**src/rtl/i2cseq_pkg.sv**
```systemverilog
package i2cseq_pkg;
  typedef enum logic [1:0] {
    OP_PROBE = 2'd0,
    OP_READ  = 2'd1,
    OP_WRITE = 2'd2
  } op_e;

  typedef enum logic [1:0] {
    BUS_START = 2'd0,
    BUS_STOP  = 2'd1,
    BUS_WRITE = 2'd2,
    BUS_READ  = 2'd3
  } bus_cmd_e;

  typedef enum logic [3:0] {
    PH_IDLE, PH_START, PH_CHIPW, PH_ADDR, PH_MIDSTOP, PH_RESTART,
    PH_CHIPR, PH_RDBYTE, PH_RDPUSH, PH_WRFETCH, PH_WRBYTE, PH_ENDSTOP
  } phase_e;
endpackage

```
**src/rtl/i2cseq_fold.sv**
```systemverilog
// Folds address bits above the used address bytes into the device address.
module i2cseq_fold #(
  parameter int          ADDR_BYTES = 4,
  parameter logic [6:0]  OVF_MASK   = 7'h07,
  localparam int         AW         = 8 * ADDR_BYTES,
  localparam int         ALEN_W     = $clog2(ADDR_BYTES + 1)
) (
  input  logic [6:0]        chip,
  input  logic [AW-1:0]     addr,
  input  logic [ALEN_W-1:0] alen,
  output logic [6:0]        chip_eff
);
  logic [6:0] upper;
  assign upper    = 7'(addr >> {alen, 3'b000});
  assign chip_eff = chip | (upper & OVF_MASK);
endmodule

```
**src/rtl/i2cseq_bytesel.sv**
```systemverilog
// Picks address byte number idx (0 = least significant).
module i2cseq_bytesel #(
  parameter int  ADDR_BYTES = 4,
  localparam int AW         = 8 * ADDR_BYTES,
  localparam int ALEN_W     = $clog2(ADDR_BYTES + 1)
) (
  input  logic [AW-1:0]     addr,
  input  logic [ALEN_W-1:0] idx,
  output logic [7:0]        sel
);
  assign sel = 8'(addr >> {idx, 3'b000});
endmodule

```
**src/rtl/i2cseq_ctrl.sv**
```systemverilog
module i2cseq_ctrl
  import i2cseq_pkg::*;
#(
  parameter int          ADDR_BYTES = 4,
  parameter int          LEN_W      = 8,
  parameter logic [6:0]  OVF_MASK   = 7'h07,
  localparam int         AW         = 8 * ADDR_BYTES,
  localparam int         ALEN_W     = $clog2(ADDR_BYTES + 1)
) (
  input  logic              clk,
  input  logic              rst,
  input  logic              req_valid,
  output logic              req_ready,
  input  logic [1:0]        req_op,
  input  logic [6:0]        req_chip,
  input  logic [AW-1:0]     req_addr,
  input  logic [ALEN_W-1:0] req_alen,
  input  logic [LEN_W-1:0]  req_len,
  input  logic [7:0]        wr_data,
  input  logic              wr_valid,
  output logic              wr_ready,
  output logic [7:0]        rd_data,
  output logic              rd_valid,
  input  logic              rd_ready,
  output logic              bus_go,
  output logic [1:0]        bus_cmd,
  output logic [7:0]        bus_byte,
  output logic              bus_nack,
  input  logic              bus_done,
  input  logic [7:0]        bus_rx_byte,
  input  logic              bus_rx_nack,
  output logic              done,
  output logic              done_err,
  output logic [LEN_W-1:0]  done_fails
);
  phase_e             st;
  logic               pend;
  logic [1:0]         op_q;
  logic [6:0]         chip_q;
  logic [AW-1:0]      addr_q;
  logic [ALEN_W-1:0]  alen_q, idx_q;
  logic [LEN_W-1:0]   cnt_q, fails_q;
  logic [7:0]         wbyte_q;
  logic               err_q;

  logic [6:0]         chip_eff;
  logic [7:0]         addr_byte;
  bus_cmd_e           cmd_now;
  logic [7:0]         byte_now;
  phase_e             after_addr;

  i2cseq_fold #(.ADDR_BYTES(ADDR_BYTES), .OVF_MASK(OVF_MASK)) u_fold (
    .chip(req_chip), .addr(req_addr), .alen(req_alen), .chip_eff(chip_eff));

  i2cseq_bytesel #(.ADDR_BYTES(ADDR_BYTES)) u_sel (
    .addr(addr_q), .idx(idx_q), .sel(addr_byte));

  assign req_ready = (st == PH_IDLE);
  assign wr_ready  = (st == PH_WRFETCH);
  assign rd_valid  = (st == PH_RDPUSH);

  always_comb begin
    unique case (st)
      PH_START, PH_RESTART:  cmd_now = BUS_START;
      PH_MIDSTOP, PH_ENDSTOP: cmd_now = BUS_STOP;
      PH_RDBYTE:             cmd_now = BUS_READ;
      default:               cmd_now = BUS_WRITE;
    endcase
    unique case (st)
      PH_CHIPW:  byte_now = {chip_q, 1'b0};
      PH_CHIPR:  byte_now = {chip_q, 1'b1};
      PH_ADDR:   byte_now = addr_byte;
      PH_WRBYTE: byte_now = wbyte_q;
      default:   byte_now = 8'h00;
    endcase
    if (cnt_q == '0)            after_addr = PH_ENDSTOP;
    else if (op_q == OP_READ)   after_addr = PH_MIDSTOP;
    else                        after_addr = PH_WRFETCH;
  end

  always_ff @(posedge clk) begin
    if (rst) begin
      st         <= PH_IDLE;
      pend       <= 1'b0;
      bus_go     <= 1'b0;
      bus_cmd    <= 2'd0;
      bus_byte   <= 8'h00;
      bus_nack   <= 1'b0;
      done       <= 1'b0;
      done_err   <= 1'b0;
      done_fails <= '0;
      op_q       <= 2'd0;
      chip_q     <= '0;
      addr_q     <= '0;
      alen_q     <= '0;
      idx_q      <= '0;
      cnt_q      <= '0;
      fails_q    <= '0;
      wbyte_q    <= 8'h00;
      err_q      <= 1'b0;
      rd_data    <= 8'h00;
    end else begin
      bus_go <= 1'b0;
      done   <= 1'b0;
      unique case (st)
        PH_IDLE: if (req_valid) begin
          op_q    <= req_op;
          chip_q  <= chip_eff;
          addr_q  <= req_addr;
          alen_q  <= req_alen;
          idx_q   <= ALEN_W'(req_alen - 1'b1);
          cnt_q   <= req_len;
          fails_q <= '0;
          err_q   <= 1'b0;
          st      <= PH_START;
        end
        PH_RDPUSH: if (rd_ready) begin
          cnt_q <= cnt_q - 1'b1;
          st    <= (cnt_q == LEN_W'(1)) ? PH_ENDSTOP : PH_RDBYTE;
        end
        PH_WRFETCH: if (wr_valid) begin
          wbyte_q <= wr_data;
          st      <= PH_WRBYTE;
        end
        default: begin
          if (!pend) begin
            bus_go   <= 1'b1;
            bus_cmd  <= cmd_now;
            bus_byte <= byte_now;
            bus_nack <= (st == PH_RDBYTE) && (cnt_q == LEN_W'(1));
            pend     <= 1'b1;
          end else if (bus_done) begin
            pend <= 1'b0;
            unique case (st)
              PH_START:
                st <= (op_q == OP_READ && alen_q == '0) ? PH_CHIPR : PH_CHIPW;
              PH_CHIPW:
                if (bus_rx_nack) begin
                  err_q <= 1'b1;
                  st    <= PH_ENDSTOP;
                end else if (op_q != OP_READ && op_q != OP_WRITE) st <= PH_ENDSTOP;
                else if (alen_q != '0) st <= PH_ADDR;
                else st <= after_addr;
              PH_ADDR:
                if (bus_rx_nack) begin
                  done       <= 1'b1;
                  done_err   <= 1'b1;
                  done_fails <= fails_q;
                  st         <= PH_IDLE;
                end else if (idx_q == '0) st <= after_addr;
                else idx_q <= idx_q - 1'b1;
              PH_MIDSTOP: st <= PH_RESTART;
              PH_RESTART: st <= PH_CHIPR;
              PH_CHIPR:   st <= (cnt_q == '0) ? PH_ENDSTOP : PH_RDBYTE;
              PH_RDBYTE: begin
                rd_data <= bus_rx_byte;
                st      <= PH_RDPUSH;
              end
              PH_WRBYTE: begin
                if (bus_rx_nack) fails_q <= fails_q + 1'b1;
                cnt_q <= cnt_q - 1'b1;
                st    <= (cnt_q == LEN_W'(1)) ? PH_ENDSTOP : PH_WRFETCH;
              end
              default: begin
                done       <= 1'b1;
                done_err   <= err_q;
                done_fails <= fails_q;
                st         <= PH_IDLE;
              end
            endcase
          end
        end
      endcase
    end
  end

  // a taken request leaves the block busy on the next cycle
  assert_accept_busy_R1: assert property (@(posedge clk) disable iff (rst)
    (req_valid && req_ready) |=> !req_ready);

  // a command pulse is never followed directly by another
  assert_single_cmd_R11: assert property (@(posedge clk) disable iff (rst)
    bus_go |=> !bus_go);

  // completion is a single-cycle pulse
  assert_done_pulse_R11: assert property (@(posedge clk) disable iff (rst)
    done |=> !done);

  // a stalled read byte stays offered and unchanged
  assert_rd_hold_R7: assert property (@(posedge clk) disable iff (rst)
    (rd_valid && !rd_ready) |=> (rd_valid && $stable(rd_data)));

  // only the final read of a burst carries the NACK level
  assert_last_nack_R7: assert property (@(posedge clk) disable iff (rst)
    (bus_go && bus_cmd == BUS_READ) |-> (bus_nack == (cnt_q == LEN_W'(1))));
endmodule

```
**config.mk**
```make
export PLATFORM = sky130hd
export DESIGN_NAME = i2cseq_ctrl
export DESIGN_NICKNAME = d
export VERILOG_FILES = /design/src/rtl/i2cseq_pkg.sv /design/src/rtl/i2cseq_fold.sv /design/src/rtl/i2cseq_bytesel.sv /design/src/rtl/i2cseq_ctrl.sv
export SDC_FILE = /design/constraint.sdc
export NUM_CORES = 1
export LEC_CHECK = 0
export ABC_CLOCK_PERIOD_IN_PS = 2800
export BUFFER_PORTS_ARGS = -buffer_cell sky130_fd_sc_hd__buf_2
export CORE_MARGIN = 1
export CORE_UTILIZATION = 55
export DETAILED_ROUTE_END_ITERATION = 10
export GPL_ROUTABILITY_DRIVEN = 0
export PLACE_DENSITY = 0.84
export SLEW_MARGIN = 20
export SYNTH_ARGS = -nofsm -noshare
export SYNTH_HDL_FRONTEND = slang
export SYNTH_SLANG_ARGS = --single-unit
export TNS_END_PERCENT = 20
```
**constraint.sdc**
```tcl
create_clock -name clk -period 2.8 [get_ports clk]
set_input_delay 0.56 -clock clk [delete_from_list [all_inputs] [get_ports clk]]
set_output_delay 0.56 -clock clk [all_outputs]
set_load 0.005 [all_outputs]
```
# After elaboration in Yosys (flattened, before gate mapping)
# Cells that the tools add are included.
# word_totals
input_bits	75
output_inout_bits	33
regBits	107
elab_cells	143
# classes
reduce_logical	36
n_eq_ne	22
muxes	53
n_bitwise	7
addsub	4
n_shift	2
# op_table
op	count
2-to-1 mux 8 bit	11
2-to-1 mux 4 bit	14
case mux 4 bit (8 select lines)	1
case mux 8 bit (2 select lines)	2
case mux 8 bit (4 select lines)	1
right shift 32 x 6 -> 3 bit	1
right shift 32 x 6 -> 8 bit	1
case mux 8 bit (3 select lines)	1
AND reduction 6 bit	4
2-to-1 mux 3 bit	7
equality test 4 x 3 -> 1 bit, second input constant	4
equality test 4 bit, second input constant	4
!= test 2 bit, second input constant	6
case mux 4 bit (3 select lines)	1
nonzero test 2 bit	6
nonzero test 3 bit	4
2-to-1 mux 1 bit	9
adder 8 x 1 -> 8 bit, second input constant	1
equality test 4 x 2 -> 1 bit, second input constant	2
equality test 8 x 1 -> 1 bit, second input constant	1
logical NOT 8 bit	1
nonzero test 4 bit	2
subtractor 8 x 1 -> 8 bit, second input constant	1
bitwise OR 7 x 3 -> 7 bit	1
other kinds (22)	38

# Depth between registers and ports, before layout
# Gate-level depths: netlist (run 1).
# logic_depth
depth_word	10
mapped_depth	11
mapped_depth_nobuf	8

# Cells and area by module
# From an unflattened synthesis (run 1), not the netlist that was laid out.
# unflattened
hier_cells	628
area_unflattened_um2	5126.2
# modules_own_cells
mod	seq_area_each_um2	n_inst	area_each_um2	cells_each
i2cseq_ctrl	2142.1	1	4710.8	579
i2cseq_bytesel	0.0	1	262.8	30
i2cseq_fold	0.0	1	152.6	19

# Worst setup path after synthesis (run 1)
# Ideal clock, no wire load.
# synth_path
kind	reg2reg
start	register st[2]
end	register idx_q[1]
arrival_time_ns	1.960
path_slack_ns	0.769
required_time_ns	2.730
setup_ns	0.070
synth_period_minus_slack_ns	2.031
path_buffers	3
stages_incl_launch_ff	11
cell_sequence	dfxtp_1 > buf_4 > nor2_4 > nand2_2 > inv_2 > buf_4 > buf_4 > mux2i_1 > ha_1 > or3_1 > a21oi_1
# synth_between
elab_cells_between_ends	14
classes_between	6 x eq/ne; 1 x mux; 1 x bitwise; 6 x reduce/logical
# synth_lines
item	line_no	rtl
start, declared	i2cseq_ctrl.sv:36	phase_e st;
start signal, assigned	i2cseq_ctrl.sv:119	st <= (cnt_q == LEN_W'(1)) ? PH_ENDSTOP : PH_RDBYTE;
start signal, assigned	i2cseq_ctrl.sv:136	st <= (op_q == OP_READ && alen_q == '0) ? PH_CHIPR : PH_CHIPW;
start signal, assigned	i2cseq_ctrl.sv:143	else st <= after_addr;
logical NOT 4 bit *	n/a	
via req_ready	i2cseq_ctrl.sv:13	output logic req_ready,
!= test 2 bit (no line) or nonzero test 2 bit (tied branches)	n/a	
AND reduction 7 bit (no line)	n/a	
end signal, assigned	i2cseq_ctrl.sv:111	idx_q <= ALEN_W'(req_alen - 1'b1);
end signal, assigned	i2cseq_ctrl.sv:151	else idx_q <= idx_q - 1'b1;
end, declared	i2cseq_ctrl.sv:41	logic [ALEN_W-1:0] alen_q, idx_q;
# Mark *: on every way through the listed nets, which the timed path passes. The rest lies on a longest branch.
# A chain may end at the register's enable or synchronous reset.

# Final worst setup path (run 1)
# layout_path
start	register st[2]
end	output wr_ready
# layout_between
elab_chain_len	1
# layout_rtl
item	line_no	rtl
equality test 4 bit	i2cseq_ctrl.sv:59	assign wr_ready = (st == PH_WRFETCH);
end, declared	i2cseq_ctrl.sv:21	output logic wr_ready,
# No other way between the ends.

==> flow_metrics.tcl, run 1 <==
set metrics [dict create \
    status "finished, final reports clean" \
    p_sw_frac 0.416 \
    vias_per_cell 5.81 \
    synthFlopType "dfxtp_1" \
    clockBufferDepth 2 \
    cts_tree "done" \
    yosysTopAreaCellShare 0.413 \
    ys_ff_latch 107 \
    antenna_found_initial 0 \
    die_area_um2 9830 \
    seqPwrFrac 0.405 \
    met3_usage 0.0330 \
    dr.pass1.iters 8 \
    drt-initial-drc-count 302 \
    synth_edf_count 0 \
    multiInputGateArea_um2 2780 \
    peakVddDrop_v 0.000353 \
    nNetsFinal 761 \
    required_ns 2.24 \
    cpMaxStageDelayCell "dfxtp_1" \
    wl_um 12300 \
    synth_cell_types 65 \
    worst_slew_pin_slew_ns 0.691 \
    grt.met1_usage 0.340 \
    power_density_nw_per_um2 860 \
    finalWorstSetupSlack_ns 0.415 \
    syn_area_per_cell_um2 8.68 \
    power_frac_clock 0.179 \
    syn2layout_area_growth_pct 13.7 \
    gr-max-usage-layer "met2" \
    cts_sinks 107 \
    setup.worst_path.start_class "flop" \
    p_leak_nw 2.38 \
    synth_area_leader_cell "dfxtp_1" \
    synthArstFlopShare 0 \
    finalHoldViolations 0 \
    nFillCells 765 \
    rsz0062_at_grt "false" \
    ff2ff_setup_slack_ns 0.43 \
    coreArea_um2 9200 \
    finalCriticalPeriod_ns 2.39 \
    grt_first_pass_wirelength_um 20000 \
    dr_total_vias 4621 \
    r2r_start "st[2]$_SDFFE_PP0P_" \
    p_comb_frac 0.416 \
    grtUsageMet2 0.429 \
    worstHoldPathCells 3 \
    synth-seq-area-share 0.413 \
    cts_root_buf "clkbuf_8" \
    die_h_um 99.1 \
    max_cap_viol_count 0 \
    overflow 0 \
    r2r_end "idx_q[1]$_SDFFE_PP0P_" \
    holdPathEnd "addr_q[20]$_SDFFE_PP0P_" \
    io_buffers 107 \
    hp-class "in -> reg" \
    slew_headroom 0.539 \
    dp_hpwl_um 8940 \
    cts_resized 0 \
    intPower_mw 2.96 \
    synth_area_um2 5190 \
    grt_max_degree 44 \
    r2r_cells 7 \
    synth_nets 679 \
    critPathArrivalTime_ns 1.83 \
    synth.area.top_cells "dfxtp_1 41%, nand2_1 7.0%, a21oi_1 6.0%" \
    ctsHoldBuffers 0 \
    synth.most_common_cell "dfxtp_1" \
    fp.dieW_um 99.1 \
    critPathMaxFanout 20 \
    clk_pin_slew_ns 0.11 \
    finalCritPeriodShare 0.852 \
    clkLatencyLatePin_ns 0.37 \
    ant_nets 0 \
    seq_area_um2 2140 \
    start_util 0.564 \
    antenna_cells 0 \
    switchingPower_mw 2.11 \
    wl_per_cell_um 15.4 \
    fin_tns_setup_ns 0 \
    cts_buffers 9 \
    synth_common_cells "107 x dfxtp_1, 97 x nand2_1, 68 x nor2_1" \
    pre_cts_ws_ns 0.495 \
    crit_type "reg -> out" \
    timing.critical_path.buf_inv 1 \
    cts_setup_buffers 0 \
    htreeDepth 3 \
    fin_skew_ns 0.0122 \
    ys_warn_count 0 \
    crit_path_end_kind "output port" \
    setup_viol 0 \
    timing.critical_path.max_delay_family "flip-flops" \
    critPathMaxStageDelay_ns 0.78 \
    grt_util_all_layers 0.254 \
    grt_pass1_vias 4187 \
    synth_cells 598 \
    max_freq_ghz 0.419 \
    row_count 35 \
    drc_errors 0 \
    worstPathCellList "or2_1, nor2_1, buf_2" \
    ioPinCount 108 \
    slew_violations 0 \
    drive_gt1_frac 0.250 \
    min_from "req_addr[20]" \
]
==> worst reg2reg max path, cell delays in order, from the launching register on <==
cell     delay [ns]
dfxtp_1        0.54
nor2_4         0.24
nand2_2        0.14
inv_2          0.34
mux2i_1        0.30
ha_1           0.26
or3_1          0.37
a21oi_1        0.12
==> power by group through the flow <==
stage               sequential, mW  clock [mW]  combinational, mW
floorplan                     1.93           0               1.80
detailed placement            2.09           0               2.07
global route                  2.10       0.987               2.33
CTS                           2.05       0.914               2.09
finish                        2.06       0.907               2.11
global placement              2.06           0               2.01
==> cell usage in the layout (no fill, tap or decap), types with 7 or more instances in the layout <==
| cell type | instances |
|---|---|
| a2bb2oi_1 | 8 |
| inv_1 | 8 |
| buf_4 | 8 |
| nand2_1 | 97 |
| nor2_1 | 68 |
| buf_2 | 107 |
| nand3_1 | 9 |
| dfxtp_1 | 107 |
| mux2i_1 | 26 |
| a222oi_1 | 7 |
| o21ai_0 | 12 |
| a21oi_1 | 62 |
| mux4_2 | 11 |
| nor2b_1 | 12 |
| clkbuf_8 | 9 |
| nor3_1 | 17 |
==> layout make-up <==
type	instances	area share
repair buffers	116	0.104
clock inverters	6	0.0104
well taps	111	0.0235
flip-flops and latches	107	0.363
clock buffers	10	0.0216
multi-input cells	437	0.471
inverters	9	0.00573
==> metal layers <==
metal	vias up	wire length (um)	part of all wire
met4	0	191	0.016
met3	20	791	0.065
li1	2264	-	-
met5	-	0	0
met1	2147	5440	0.44
met2	190	5840	0.48
==> cell families (layout without fill, tap and decap cells) <==
group | after synthesis | count (layout) | synth area share
flip-flops | 107 | 107 | 0.413
adder cells (fa/ha/maj) | 6 | 6 | 0.0145
XOR/XNOR | 6 | 6 | 0.0101
multiplexers | 38 | 38 | 0.100
AO/OA/AOI/OAI | 135 | 135 | 0.180
buffers and inverters | 54 | 141 | 0.0516
AND/OR/NAND/NOR | 252 | 252 | 0.231
==> metrics by stage <==
| step | power [mW] | hold slack, ns | instances | area (um^2) | util |
|---|---|---|---|---|---|
| 2_1_floorplan | 3.73 | 0.433 | 598 | 5190 | - |
| 3_3_place_gp | 4.07 | 0.442 | 780 | 5710 | 0.621 |
| 3_5_place_dp | 4.16 | 0.446 | 780 | 5710 | 0.621 |
| 4_1_cts | 5.05 | 0.404 | 796 | 5900 | 0.641 |
| 5_1_grt | 5.42 | 0.405 | 796 | 5900 | 0.641 |
| 6_report | 5.07 | 0.408 | 796 | 5900 | 0.641 |
==> sequential cells by signal, summed over array words and instances, names as in the netlist <==
| name | cells |
|---|---|
| pend | 1 |
| wbyte_q | 8 |
| chip_q | 7 |
| done | 1 |
| addr_q | 32 |
| bus_byte | 8 |
| done_fails | 8 |
| bus_nack | 1 |
| bus_go | 1 |
| op_q | 2 |
| bus_cmd | 2 |
| err_q | 1 |
| rd_data | 8 |
| cnt_q | 8 |
| idx_q | 3 |
| done_err | 1 |
| fails_q | 8 |
| st | 4 |
| alen_q | 3 |
==> worst max-delay path by stage <==
stage	startpoint	end	slack, ns	depth (start not counted)
after global placement	st[1]$_SDFFE_PP0P_	idx_q[1]$_SDFFE_PP0P_	0.60	7
after floorplan	st[2]$_SDFFE_PP0P_	idx_q[1]$_SDFFE_PP0P_	0.77	10
after CTS	st[2]$_SDFFE_PP0P_	wr_ready	0.46	3
final	st[2]$_SDFFE_PP0P_	wr_ready	0.41	3
after global routing	st[1]$_SDFFE_PP0P_	idx_q[1]$_SDFFE_PP0P_	0.20	7
after detailed placement	st[1]$_SDFFE_PP0P_	idx_q[1]$_SDFFE_PP0P_	0.49	7
Note: power is estimated with default switching activity, not from simulation.
==> run 2: changes to the inputs <==
--- a/config.mk
+++ b/config.mk
@@ -11,7 +11,7 @@
 export CORE_UTILIZATION = 55
 export DETAILED_ROUTE_END_ITERATION = 10
 export GPL_ROUTABILITY_DRIVEN = 0
-export PLACE_DENSITY = 0.84
+export PLACE_DENSITY = 0.86
 export SLEW_MARGIN = 20
 export SYNTH_ARGS = -nofsm -noshare
 export SYNTH_HDL_FRONTEND = slang
==> run 2 against run 1 <==
Critical path depth up 4. Design area about the same. Via count down 0.17%. Core utilization down 0.054 points. Die area unchanged. Non-clock buffer count down 2. Flip-flop and latch count unchanged. Combinational power about the same. First-iteration DRC count up 7.6%. Power down 0.11%. Cell count down 0.25%. Count of clock-buffer cells in the layout unchanged.
==> flow_metrics.tcl, run 2 (same netlist as run 1, synthesis figures left out) <==
set metrics [dict create \
    top_register "addr_q" \
    antenna_cells 0 \
    fin_skew_ns 0.00939 \
    required_ns 3.10 \
    min_from "req_addr[21]" \
    finalWorstSetupSlack_ns 0.442 \
    clkLatencyLatePin_ns 0.37 \
    layout_common_cells "107 x dfxtp_1, 107 x buf_2, 97 x nand2_1, 68 x nor2_1, 62 x a21oi_1" \
    timing.critical_path.max_delay_family "simple AND/OR/NAND/NOR gates" \
    critPathMaxStageDelay_ns 0.51 \
    worstHoldPathCells 3 \
    cts_resized 0 \
    pre_cts_ws_ns 0.503 \
    fin_tns_setup_ns 0 \
    holdPathEnd "addr_q[21]$_SDFFE_PP0P_" \
    p_leak_nw 2.38 \
    io_buffers 107 \
    p_total_mw 5.07 \
    p_comb_frac 0.419 \
    wl_per_cell_um 15.4 \
    row_count 35 \
    drt-initial-drc-count 325 \
    dr.pass1.iters 5 \
    power_frac_clock 0.178 \
    peakVddDrop_v 0.000363 \
    worstPathCellList "nor2_4, nand2_2, inv_2, mux2i_1, ha_1, or3_1, a21oi_1" \
    finalHoldViolations 0 \
    fp.dieW_um 99.1 \
    critPathMaxFanout 24 \
    slew_headroom 0.575 \
    timing.critical_path.buf_inv 1 \
    dp_hpwl_um 8910 \
    switchingPower_mw 2.11 \
    r2r_start "st[1]$_SDFFE_PP0P_" \
    ant_nets 0 \
    syn2layout_area_growth_pct 13.6 \
    grt_first_pass_wirelength_um 20600 \
    status "finished, final reports clean" \
    ioPinCount 108 \
    ff2ff_setup_slack_ns 0.44 \
    rsz0062_at_grt "false" \
    worst_slew_pin_slew_ns 0.637 \
    largest_reg_flops 32 \
    nFillCells 761 \
    die_h_um 99.1 \
    intPower_mw 2.96 \
    finalCriticalPeriod_ns 2.36 \
    p_sw_frac 0.416 \
    cpMaxStageDelayCell "dfxtp_1" \
    cts_buffers 9 \
    coreArea_um2 9200 \
    setup.worst_path.start_class "flop" \
    hp-class "in -> reg" \
    crit_type "reg -> reg" \
    grt_pass1_vias 4328 \
    seqPwrFrac 0.404 \
    htreeDepth 3 \
    start_util 0.564 \
    max_cap_viol_count 0 \
    wl_um 12200 \
    dr_total_vias 4613 \
    crit_path_end_kind "flop" \
    overflow 0 \
    r2r_cells 7 \
    fin_util 0.641 \
    die_area_um2 9830 \
    cts_root_buf "clkbuf_8" \
    drive_gt1_frac 0.247 \
    vias_per_cell 5.81 \
    r2r_end "idx_q[1]$_SDFFE_PP0P_" \
    setup_viol 0 \
    finalCritPeriodShare 0.842 \
    drc_errors 0 \
    cts_sinks 107 \
    antenna_found_initial 0 \
    slew_violations 0 \
    ctsHoldBuffers 0 \
    critPathArrivalTime_ns 2.66 \
    nNetsFinal 759 \
    clk_pin_slew_ns 0.11 \
    clockBufferDepth 2 \
    cts_setup_buffers 0 \
    grt_util_all_layers 0.260 \
    grt_max_degree 59 \
    max_freq_ghz 0.424 \
    cts_tree "done" \
    power_density_nw_per_um2 860 \
]
==> run 2: worst max path at each step <==
stage / slack [ns] / cells past startpoint / startpoint / end
after floorplan: 0.77 / 10 / st[2]$_SDFFE_PP0P_ / idx_q[1]$_SDFFE_PP0P_
after global placement: 0.62 / 7 / st[1]$_SDFFE_PP0P_ / idx_q[1]$_SDFFE_PP0P_
after detailed placement: 0.50 / 7 / st[2]$_SDFFE_PP0P_ / idx_q[1]$_SDFFE_PP0P_
after CTS: 0.46 / 3 / st[2]$_SDFFE_PP0P_ / wr_ready
after global routing: 0.32 / 7 / st[1]$_SDFFE_PP0P_ / idx_q[1]$_SDFFE_PP0P_
final: 0.44 / 7 / st[1]$_SDFFE_PP0P_ / idx_q[1]$_SDFFE_PP0P_
==> run 2: power groups by stage <==
stage / Sequential [mW] / Combinational, mW / Clock, mW
after floorplan: 1.93 / 1.80 / 0
after global placement: 2.06 / 2.00 / 0
after detailed placement: 2.08 / 2.08 / 0
after CTS: 2.04 / 2.09 / 0.927
after global routing: 2.09 / 2.35 / 0.990
final: 2.05 / 2.12 / 0.901
==> run 2: per-stage QoR <==
step | hold slack (ns) | cell area (um^2) | cells
after floorplan | 0.433 | 5190 | 598
after global placement | 0.440 | 5710 | 778
after detailed placement | 0.447 | 5710 | 778
after CTS | 0.395 | 5890 | 794
after global routing | 0.391 | 5890 | 794
final | 0.412 | 5890 | 794
==> run 2: metal layers <==
| metal | GRT usage | vias to the layer above | share of wire | wire length (um) |
|---|---|---|---|---|
| met4 | 0.0950 | 0 | 0.013 | 165 |
| met2 | 0.412 | 189 | 0.47 | 5730 |
| li1 | - | 2256 | - | - |
| met1 | 0.362 | 2148 | 0.46 | 5570 |
| met3 | 0.0379 | 20 | 0.063 | 774 |
| met5 | 0 | - | 0 | 0 |
==> run 2: layout make-up <==
cell class / instances / area [um^2] / share of cell area
clock buffers: 10 / 128 / 0.0217
clock inverters: 6 / 58.8 / 0.00998
inverters: 9 / 33.8 / 0.00573
multi-input cells: 437 / 2780 / 0.472
flip-flops and latches: 107 / 2140 / 0.363
well taps: 111 / 139 / 0.0236
repair buffers: 114 / 613 / 0.104
==> run 2: tightest hold or removal path, cell delays in order <==
cell and delay [ns]:
buf_2 0.09, nand2_1 0.04, a21oi_1 0.05
